--- src/rtl/abs_addr_override_pkg.sv ---
package abs_addr_override_pkg;
  localparam int unsigned HI_W = 8;
  localparam int unsigned LO_W = 16;
  localparam int unsigned PA_W = HI_W + LO_W;

  typedef struct packed {
    logic mreq;
    logic iorq;
    logic rd;
    logic wr;
    logic m1;
    logic rfsh;
  } bus_ctl_t;
endpackage

--- src/rtl/aao_port_decode.sv ---
module aao_port_decode #(
  parameter int unsigned PORT_W    = 8,
  parameter logic [7:0]  PORT_ADDR = 8'h2C
) (
  input  abs_addr_override_pkg::bus_ctl_t ctl,
  input  logic [PORT_W-1:0]               port_lo,
  output logic                            port_wr,
  output logic                            mem_qual
);
  localparam logic [PORT_W-1:0] MATCH = PORT_W'(PORT_ADDR);

  always_comb begin
    port_wr  = ctl.iorq && ctl.wr && !ctl.rd && !ctl.m1 && (port_lo == MATCH);
    mem_qual = ctl.mreq && !ctl.m1 && !ctl.rfsh;
  end
endmodule

--- src/rtl/aao_oneshot_ctrl.sv ---
module aao_oneshot_ctrl #(
  parameter int unsigned HI_W = 8
) (
  input  logic            clk,
  input  logic            rst_n,
  input  logic            port_wr,
  input  logic            mem_qual,
  input  logic            mreq,
  input  logic            fetch_or_rfsh,
  input  logic [HI_W-1:0] wr_data,
  output logic [HI_W-1:0] hi_q,
  output logic            go_q
);
  logic [HI_W-1:0] hi_d;
  logic            hi_en;
  logic            go_d;
  logic            acc_q, acc_d;

  always_comb begin
    hi_en = port_wr;
    hi_d  = wr_data;
    go_d  = go_q;
    acc_d = acc_q;
    if (port_wr) begin
      go_d  = 1'b1;
      acc_d = 1'b0;
    end else if (acc_q && !mreq) begin
      go_d  = 1'b0;
      acc_d = 1'b0;
    end else if (go_q && mem_qual) begin
      acc_d = 1'b1;
    end
  end

  always_ff @(posedge clk or negedge rst_n) begin
    if (!rst_n) begin
      hi_q  <= '0;
      go_q  <= 1'b0;
      acc_q <= 1'b0;
    end else begin
      if (hi_en) hi_q <= hi_d;
      go_q  <= go_d;
      acc_q <= acc_d;
    end
  end

  a_r2_load_byte: assert property (@(posedge clk) disable iff (!rst_n)
    port_wr |=> hi_q == $past(wr_data));
  a_r3_hold_byte: assert property (@(posedge clk) disable iff (!rst_n)
    !port_wr |=> $stable(hi_q));
  a_r4_arm: assert property (@(posedge clk) disable iff (!rst_n)
    port_wr |=> go_q);
  a_r7_rearm_keeps: assert property (@(posedge clk) disable iff (!rst_n)
    (port_wr && go_q) |=> go_q);
  a_r5_fetch_keeps: assert property (@(posedge clk) disable iff (!rst_n)
    (go_q && !acc_q && fetch_or_rfsh) |=> go_q);
  a_r6_self_clear: assert property (@(posedge clk) disable iff (!rst_n)
    (acc_q && !mreq && !port_wr) |=> !go_q);
endmodule

--- src/rtl/aao_addr_mux.sv ---
module aao_addr_mux #(
  parameter int unsigned HI_W = 8,
  parameter int unsigned LO_W = 16
) (
  input  logic [HI_W-1:0]      hi,
  input  logic [LO_W-1:0]      lo,
  input  logic                 go,
  input  logic                 mem_qual,
  output logic [HI_W+LO_W-1:0] phys_addr,
  output logic                 ovr_sel
);
  always_comb begin
    phys_addr = {hi, lo};
    ovr_sel   = go && mem_qual;
  end
endmodule

--- src/rtl/abs_addr_override.sv ---
module abs_addr_override
  import abs_addr_override_pkg::*;
#(
  parameter logic [7:0] PORT_ADDR = 8'h2C
) (
  input  logic             clk,
  input  logic             rst_n,
  input  logic [LO_W-1:0]  cpu_addr,
  input  logic [HI_W-1:0]  cpu_data,
  input  logic             mreq_n,
  input  logic             iorq_n,
  input  logic             rd_n,
  input  logic             wr_n,
  input  logic             m1_n,
  input  logic             rfsh_n,
  output logic             ovr_sel,
  output logic [PA_W-1:0]  phys_addr
);
  logic [1:0]      rst_sync_q;
  logic            rst_int_n;
  bus_ctl_t        ctl;
  logic            port_wr, mem_qual;
  logic [HI_W-1:0] hi_q;
  logic            go_q;

  always_ff @(posedge clk or negedge rst_n) begin
    if (!rst_n) rst_sync_q <= 2'b00;
    else        rst_sync_q <= {rst_sync_q[0], 1'b1};
  end
  assign rst_int_n = rst_sync_q[1];

  always_comb begin
    ctl.mreq = !mreq_n;
    ctl.iorq = !iorq_n;
    ctl.rd   = !rd_n;
    ctl.wr   = !wr_n;
    ctl.m1   = !m1_n;
    ctl.rfsh = !rfsh_n;
  end

  aao_port_decode #(.PORT_W(8), .PORT_ADDR(PORT_ADDR)) u_dec (
    .ctl(ctl), .port_lo(cpu_addr[7:0]), .port_wr(port_wr), .mem_qual(mem_qual)
  );

  aao_oneshot_ctrl #(.HI_W(HI_W)) u_ctrl (
    .clk(clk), .rst_n(rst_int_n), .port_wr(port_wr), .mem_qual(mem_qual),
    .mreq(ctl.mreq), .fetch_or_rfsh(ctl.m1 || ctl.rfsh), .wr_data(cpu_data),
    .hi_q(hi_q), .go_q(go_q)
  );

  aao_addr_mux #(.HI_W(HI_W), .LO_W(LO_W)) u_mux (
    .hi(hi_q), .lo(cpu_addr), .go(go_q), .mem_qual(mem_qual),
    .phys_addr(phys_addr), .ovr_sel(ovr_sel)
  );

  a_r8_sel_only_data: assert property (@(posedge clk) disable iff (!rst_int_n)
    ovr_sel |-> (!mreq_n && m1_n && rfsh_n));
  a_r9_low_passthru: assert property (@(posedge clk) disable iff (!rst_int_n)
    phys_addr[LO_W-1:0] == cpu_addr);
endmodule

--- config.mk ---
export PLATFORM = sky130hd
export DESIGN_NAME = abs_addr_override
export DESIGN_NICKNAME = d
export VERILOG_FILES = /design/src/rtl/abs_addr_override_pkg.sv /design/src/rtl/aao_port_decode.sv /design/src/rtl/aao_oneshot_ctrl.sv /design/src/rtl/aao_addr_mux.sv /design/src/rtl/abs_addr_override.sv
export SDC_FILE = /design/constraint.sdc
export NUM_CORES = 1
export LEC_CHECK = 0
export BUFFER_PORTS_ARGS = -buffer_cell sky130_fd_sc_hd__buf_2
export CAP_MARGIN = 25
export CORE_ASPECT_RATIO = 0.8
export CORE_MARGIN = 5
export CORE_UTILIZATION = 35
export DETAILED_ROUTE_END_ITERATION = 6
export GPL_TIMING_DRIVEN = 0
export PLACE_DENSITY = 0.77
export SYNTH_ARGS = -nofsm -noshare
export SYNTH_HDL_FRONTEND = slang
export SYNTH_SLANG_ARGS = --single-unit
--- constraint.sdc ---
create_clock -name clk -period 1.5 [get_ports clk]
set_input_delay 0.225 -clock clk [delete_from_list [all_inputs] [get_ports clk]]
set_output_delay 0.225 -clock clk [all_outputs]
set_load 0.005 [all_outputs]
==> results.cfg, run 1 <==
[timing]
tns_ns = 0
maxSlewViolCount = 0
fin_crit_sh_pct = 78.8
rsz0062_at_grt = false
finalHoldViolCount = 0
skew_ns = 0.00211
setup_viol = 0
fin_crit_ns = 1.18
max_freq_ghz = 0.846

[global_route]
top_usage_layer = met2
grt_use_met3_pct = 1.86
antenna_found_initial = 0
overflow = 0
grt_max_degree = 11
grt_pass1_wl_mm = 2.46
grt_pass1_vias = 552
groute.usage.overall_pct = 11.2
grt_use_met2_pct = 20.4
grtUsageMet1_pct = 12.1

[die]
die_h_um = 48.7
start_util_pct = 35.9
ios = 57
core_um2 = 1820
die_x_um = 58.3
die-area_um2 = 2840
row_count = 14

[drt]
remaining_drc_errors = 0
drtIter0Drc = 5
route.final.wire_length_mm = 1.47
ant_nets = 0
drtPass1Iterations = 4
via_count = 507
vias_per_cell = 4.09
avgRoutedWirePerCell_um = 11.9

[critical_path]
r2r_setup_slack_ns = 0.66
critPathArrivalTime_ns = 0.96
crit_family = flip-flops
start_kind = flop
cp_cell_sequence = and4b_1 > buf_2
path_class = flop to output pin
worstSetupEndpointType = output pin
crit_required_ns = 1.27
slowest_stage = dfrtp_1
path_max_fanout = 2
cp_slowest_stage_delay_ns = 0.37
cp_num_buf_inv = 1

[clocking]
h-tree-depth = 1
clock_path_buffers = 2
cts_sinks = 12
cts_setup_buffers = 0
numCtsBuffers = 3
insertion_delay_ns = 0.27
cts_root_buf = clkbuf_4
tritoncts = built
path_clk_slew_ns = 0.07

[logic_synthesis]
synthesis.area_um2 = 654
yosysSeqAreaShare_pct = 45.9
synthCells = 47
yosysUniqueCellTypes = 10
ys_ff_latch = 12
avgSynthCellArea_um2 = 13.9
yosys_warnings = 0
synth_nets = 79

[placed_design]
placed_cell_area_um2 = 925
dp_hpwl_mm = 1.29
io_buffers = 48
gp_congestion = 0.675

[pwr]
leakagePower_nw = 0.590
cellPowerDensity_nw_per_um2 = 713
irDropWorstVdd_uv = 522

[layout]
post-route-util_pct = 53.3
nNetsFinal = 133
antenna_cells = 0
fin_area_um2 = 971
layout_common_cells = buf_2, buf_4, dfrtp_1, mux2_4
syn2layout_area_growth_pct = 48.4
drive_gt1_share_pct = 79.0
final_common_cell = buf_2

[outcome]
status = finished, final reports clean

[min_path]
hold_path_class = flop to asynchronous set/reset pin

[run]
cap_violations = 0
## worst reg2reg max path: stages (launching register included)
cell and delay, ns:
dfrtp_1 0.37, and4b_1 0.18, o21a_1 0.18
## power breakdown
part | internal (mW) | switching, mW
sequential | 0.328 | 0.00629
clock | 0.147 | 0.103
combinational | 0.0722 | 0.0348
total | 0.548 | 0.144
## sequential cells by signal, indices dropped and copies added, names as in the netlist
| name | count |
|---|---|
| u_ctrl.hi_q | 8 |
| rst_sync_q | 2 |
| u_ctrl.acc_q | 1 |
| u_ctrl.go_q | 1 |
## metal layers
layer,up-vias,share of wire (%)
li1,248,-
met1,239,34
met2,20,58
met3,0,7.3
met4,0,0
met5,-,0
## cells in the mapped netlist, drive strengths merged
cell type,n,area share [%]
conb,1,0.57
nand3,1,2.7
dfrtp,12,46
nor2b,1,0.96
and4b,2,3.1
o21a,1,1.1
buf,16,18
nand2,3,1.7
nor4b,2,7.3
mux2,8,18
## final timing paths
check,to,depth (start not counted),start
max,ovr_sel,2,u_ctrl.go_q
min,u_ctrl.hi_q[0],0,rst_sync_q[1]
max reg2reg,u_ctrl.acc_q,2,u_ctrl.go_q
min reg2reg,u_ctrl.hi_q[0],0,rst_sync_q[1]
max in group asynchronous,u_ctrl.go_q,0,rst_sync_q[1]
min in group clk,u_ctrl.hi_q[5],2,cpu_data[5]
## cells by family after synthesis
logic type / count (synthesis) / synth area share (%)
buf+inv: 16 / 18.4
flops: 12 / 45.9
simple gates: 9 / 15.7
mux: 8 / 18.4
compound gates: 1 / 1.15
other cells: 1 / 0.573
## stage by stage
stage	instances	worst slack, ns	hold slack (ns)	power, mW
global placement	119	0.129	0.0118	0.445
CTS	124	0.304	0.172	0.704
detailed placement	119	0.103	0.0125	0.448
global route	124	0.258	0.173	0.734
floorplan	47	0.330	-0.0706	0.386
finish	124	0.318	0.154	0.692
## final cells by class
cell class,instances,area (um2)
clock buffer,4,36.3
fill,177,851
timing repair buffer,49,250
multi-input combinational,19,234
sequential,12,300
buffer,16,120
tap,24,30.0
## timing repair
action / 4_1_cts / 5_1_grt
resized for setup: 0 / 0
hold buffers: 1 / 0
endpoints found under the hold margin: 2 / 0
Power figures use the tool's default switching activity.
==> run 2: changes to the inputs <==
CORE_UTILIZATION = 33   (was 35)
PLACE_DENSITY = 0.76   (was 0.77)
clock period = 1.05 ns   (was 1.5 ns; I/O delays follow)
==> results.cfg, run 2 (same netlist as run 1, synthesis figures left out) <==
[outcome]
status = complete, but fails checks
violations = negative setup slack

[global_route]
groute.usage.overall_pct = 10.5
grt_pass1_vias = 532
grt_pass1_wl_mm = 2.37
grt_max_degree = 11
overflow = 0
antenna_found_initial = 0

[placed_design]
dp_hpwl_mm = 1.24
gp_congestion = 0.625
placed_cell_area_um2 = 925
io_buffers = 48

[drt]
remaining_drc_errors = 0
via_count = 520
route.final.wire_length_mm = 1.65
vias_per_cell = 4.13
avgRoutedWirePerCell_um = 13.1
drtIter0Drc = 5
drtPass1Iterations = 2
ant_nets = 0

[die]
die_x_um = 59.8
ios = 57
die_h_um = 49.8
row_count = 14
core_um2 = 1890
start_util_pct = 34.6
die-area_um2 = 2980

[timing]
setup_viol = 1
worst_slack_ns = -0.0559
fin_crit_ns = 1.11
fin_crit_sh_pct = 105
finalHoldViolCount = 0
rsz0062_at_grt = true
hold_ws_ns = 0.121
tns_ns = -0.0559
max_freq_ghz = 0.904
skew_ns = 0.000631
maxSlewViolCount = 0

[pwr]
irDropWorstVdd_uv = 551
p_sw_mw = 0.197
power_frac_comb_pct = 18.0
power_mw = 0.909
leakagePower_nw = 0.599
cellPowerDensity_nw_per_um2 = 908
switching_share_pct = 21.7
intPower_mw = 0.712
pwr-share-seq_pct = 52.7
clockPowerShare_pct = 29.3

[run]
cap_violations = 0

[clocking]
cts_sinks = 12
cts_root_buf = clkbuf_4
clock_path_buffers = 2
tritoncts = built
path_clk_slew_ns = 0.07
h-tree-depth = 1
numCtsBuffers = 3
insertion_delay_ns = 0.26

[layout]
final_common_cell = buf_2
top_regs = u_ctrl.hi_q: 8 flops, rst_sync_q: 2 flops
antenna_cells = 0
syn2layout_area_growth_pct = 53.0
largest_reg_flops = 8
nNetsFinal = 136
post-route-util_pct = 52.9
nFillCells = 176
fin_area_um2 = 1000
layout_common_cells = buf_2, buf_4, dfrtp_1, mux2_4
drive_gt1_share_pct = 79.4
largest-register = u_ctrl.hi_q

[min_path]
hold_path_class = input port to flop

[critical_path]
path_class = flop to output pin
path_max_fanout = 2
crit_required_ns = 0.89
start_kind = flop
worstSetupEndpointType = output pin
critPathArrivalTime_ns = 0.95
## run 2: worst paths after layout
check | start | to | slack [ns] | cells after the start
worst min-delay path | cpu_data[7] | u_ctrl.hi_q[7] | 0.12 | 2
max in group asynchronous | rst_sync_q[1] | u_ctrl.hi_q[4] | 0.59 | 0
min in group asynchronous | rst_sync_q[1] | u_ctrl.hi_q[2] | 0.17 | 0
worst max register to register | u_ctrl.go_q | u_ctrl.acc_q | 0.08 | 3
worst min register to register | rst_sync_q[1] | u_ctrl.hi_q[2] | 0.17 | 0
worst max-delay path | u_ctrl.go_q | ovr_sel | -0.06 | 2
## run 2: metrics by stage
step,setup WS [ns],cells
6_report,-0.0559,126
5_1_grt,-0.118,126
4_1_cts,-0.0674,123
3_3_place_gp,-0.259,119
2_1_floorplan,-0.0526,47
3_5_place_dp,-0.264,119
## run 2: worst max-delay path, stage by stage (launching register included)
cell	delay (ns)
dfrtp_1	0.37
and4b_1	0.19
buf_2	0.12
## run 2: power by group through the flow
| stage | clock network, mW | registers [mW] | logic [mW] |
|---|---|---|---|
| final | 0.266 | 0.479 | 0.164 |
| after global routing | 0.302 | 0.481 | 0.179 |
| after CTS | 0.287 | 0.479 | 0.156 |
| after detailed placement | 0 | 0.488 | 0.153 |
| after global placement | 0 | 0.487 | 0.149 |
| after floorplan | 0 | 0.486 | 0.0652 |
## run 2: what timing repair did
| item | in CTS | in global routing |
|---|---|---|
| hold buffers | 1 | 0 |
| setup endpoints to repair | 1 | 9 |
| pin swaps | 0 | 5 |
| setup buffers | 0 | 2 |
| gates resized for setup | 0 | 4 |
| endpoints found under the hold margin | 2 | 0 |
| gates cloned | 0 | 1 |
## run 2: per-layer routing
metal,track usage [%],wire length (um),up-vias
li1,-,-,255
met1,11.2,587,245
met5,0,0,-
met3,4.70,120,0
met4,1.11,0,0
met2,19.2,943,20
## run 2: cell type report
cell class / instances / area [um2] / share of cell area (%)
buffer: 16 / 120 / 12.0
clock buffer: 3 / 22.5 / 2.25
multi-input combinational: 20 / 244 / 24.4
sequential: 12 / 300 / 30.0
tap: 24 / 30.0 / 3.00
timing repair buffer: 51 / 284 / 28.4
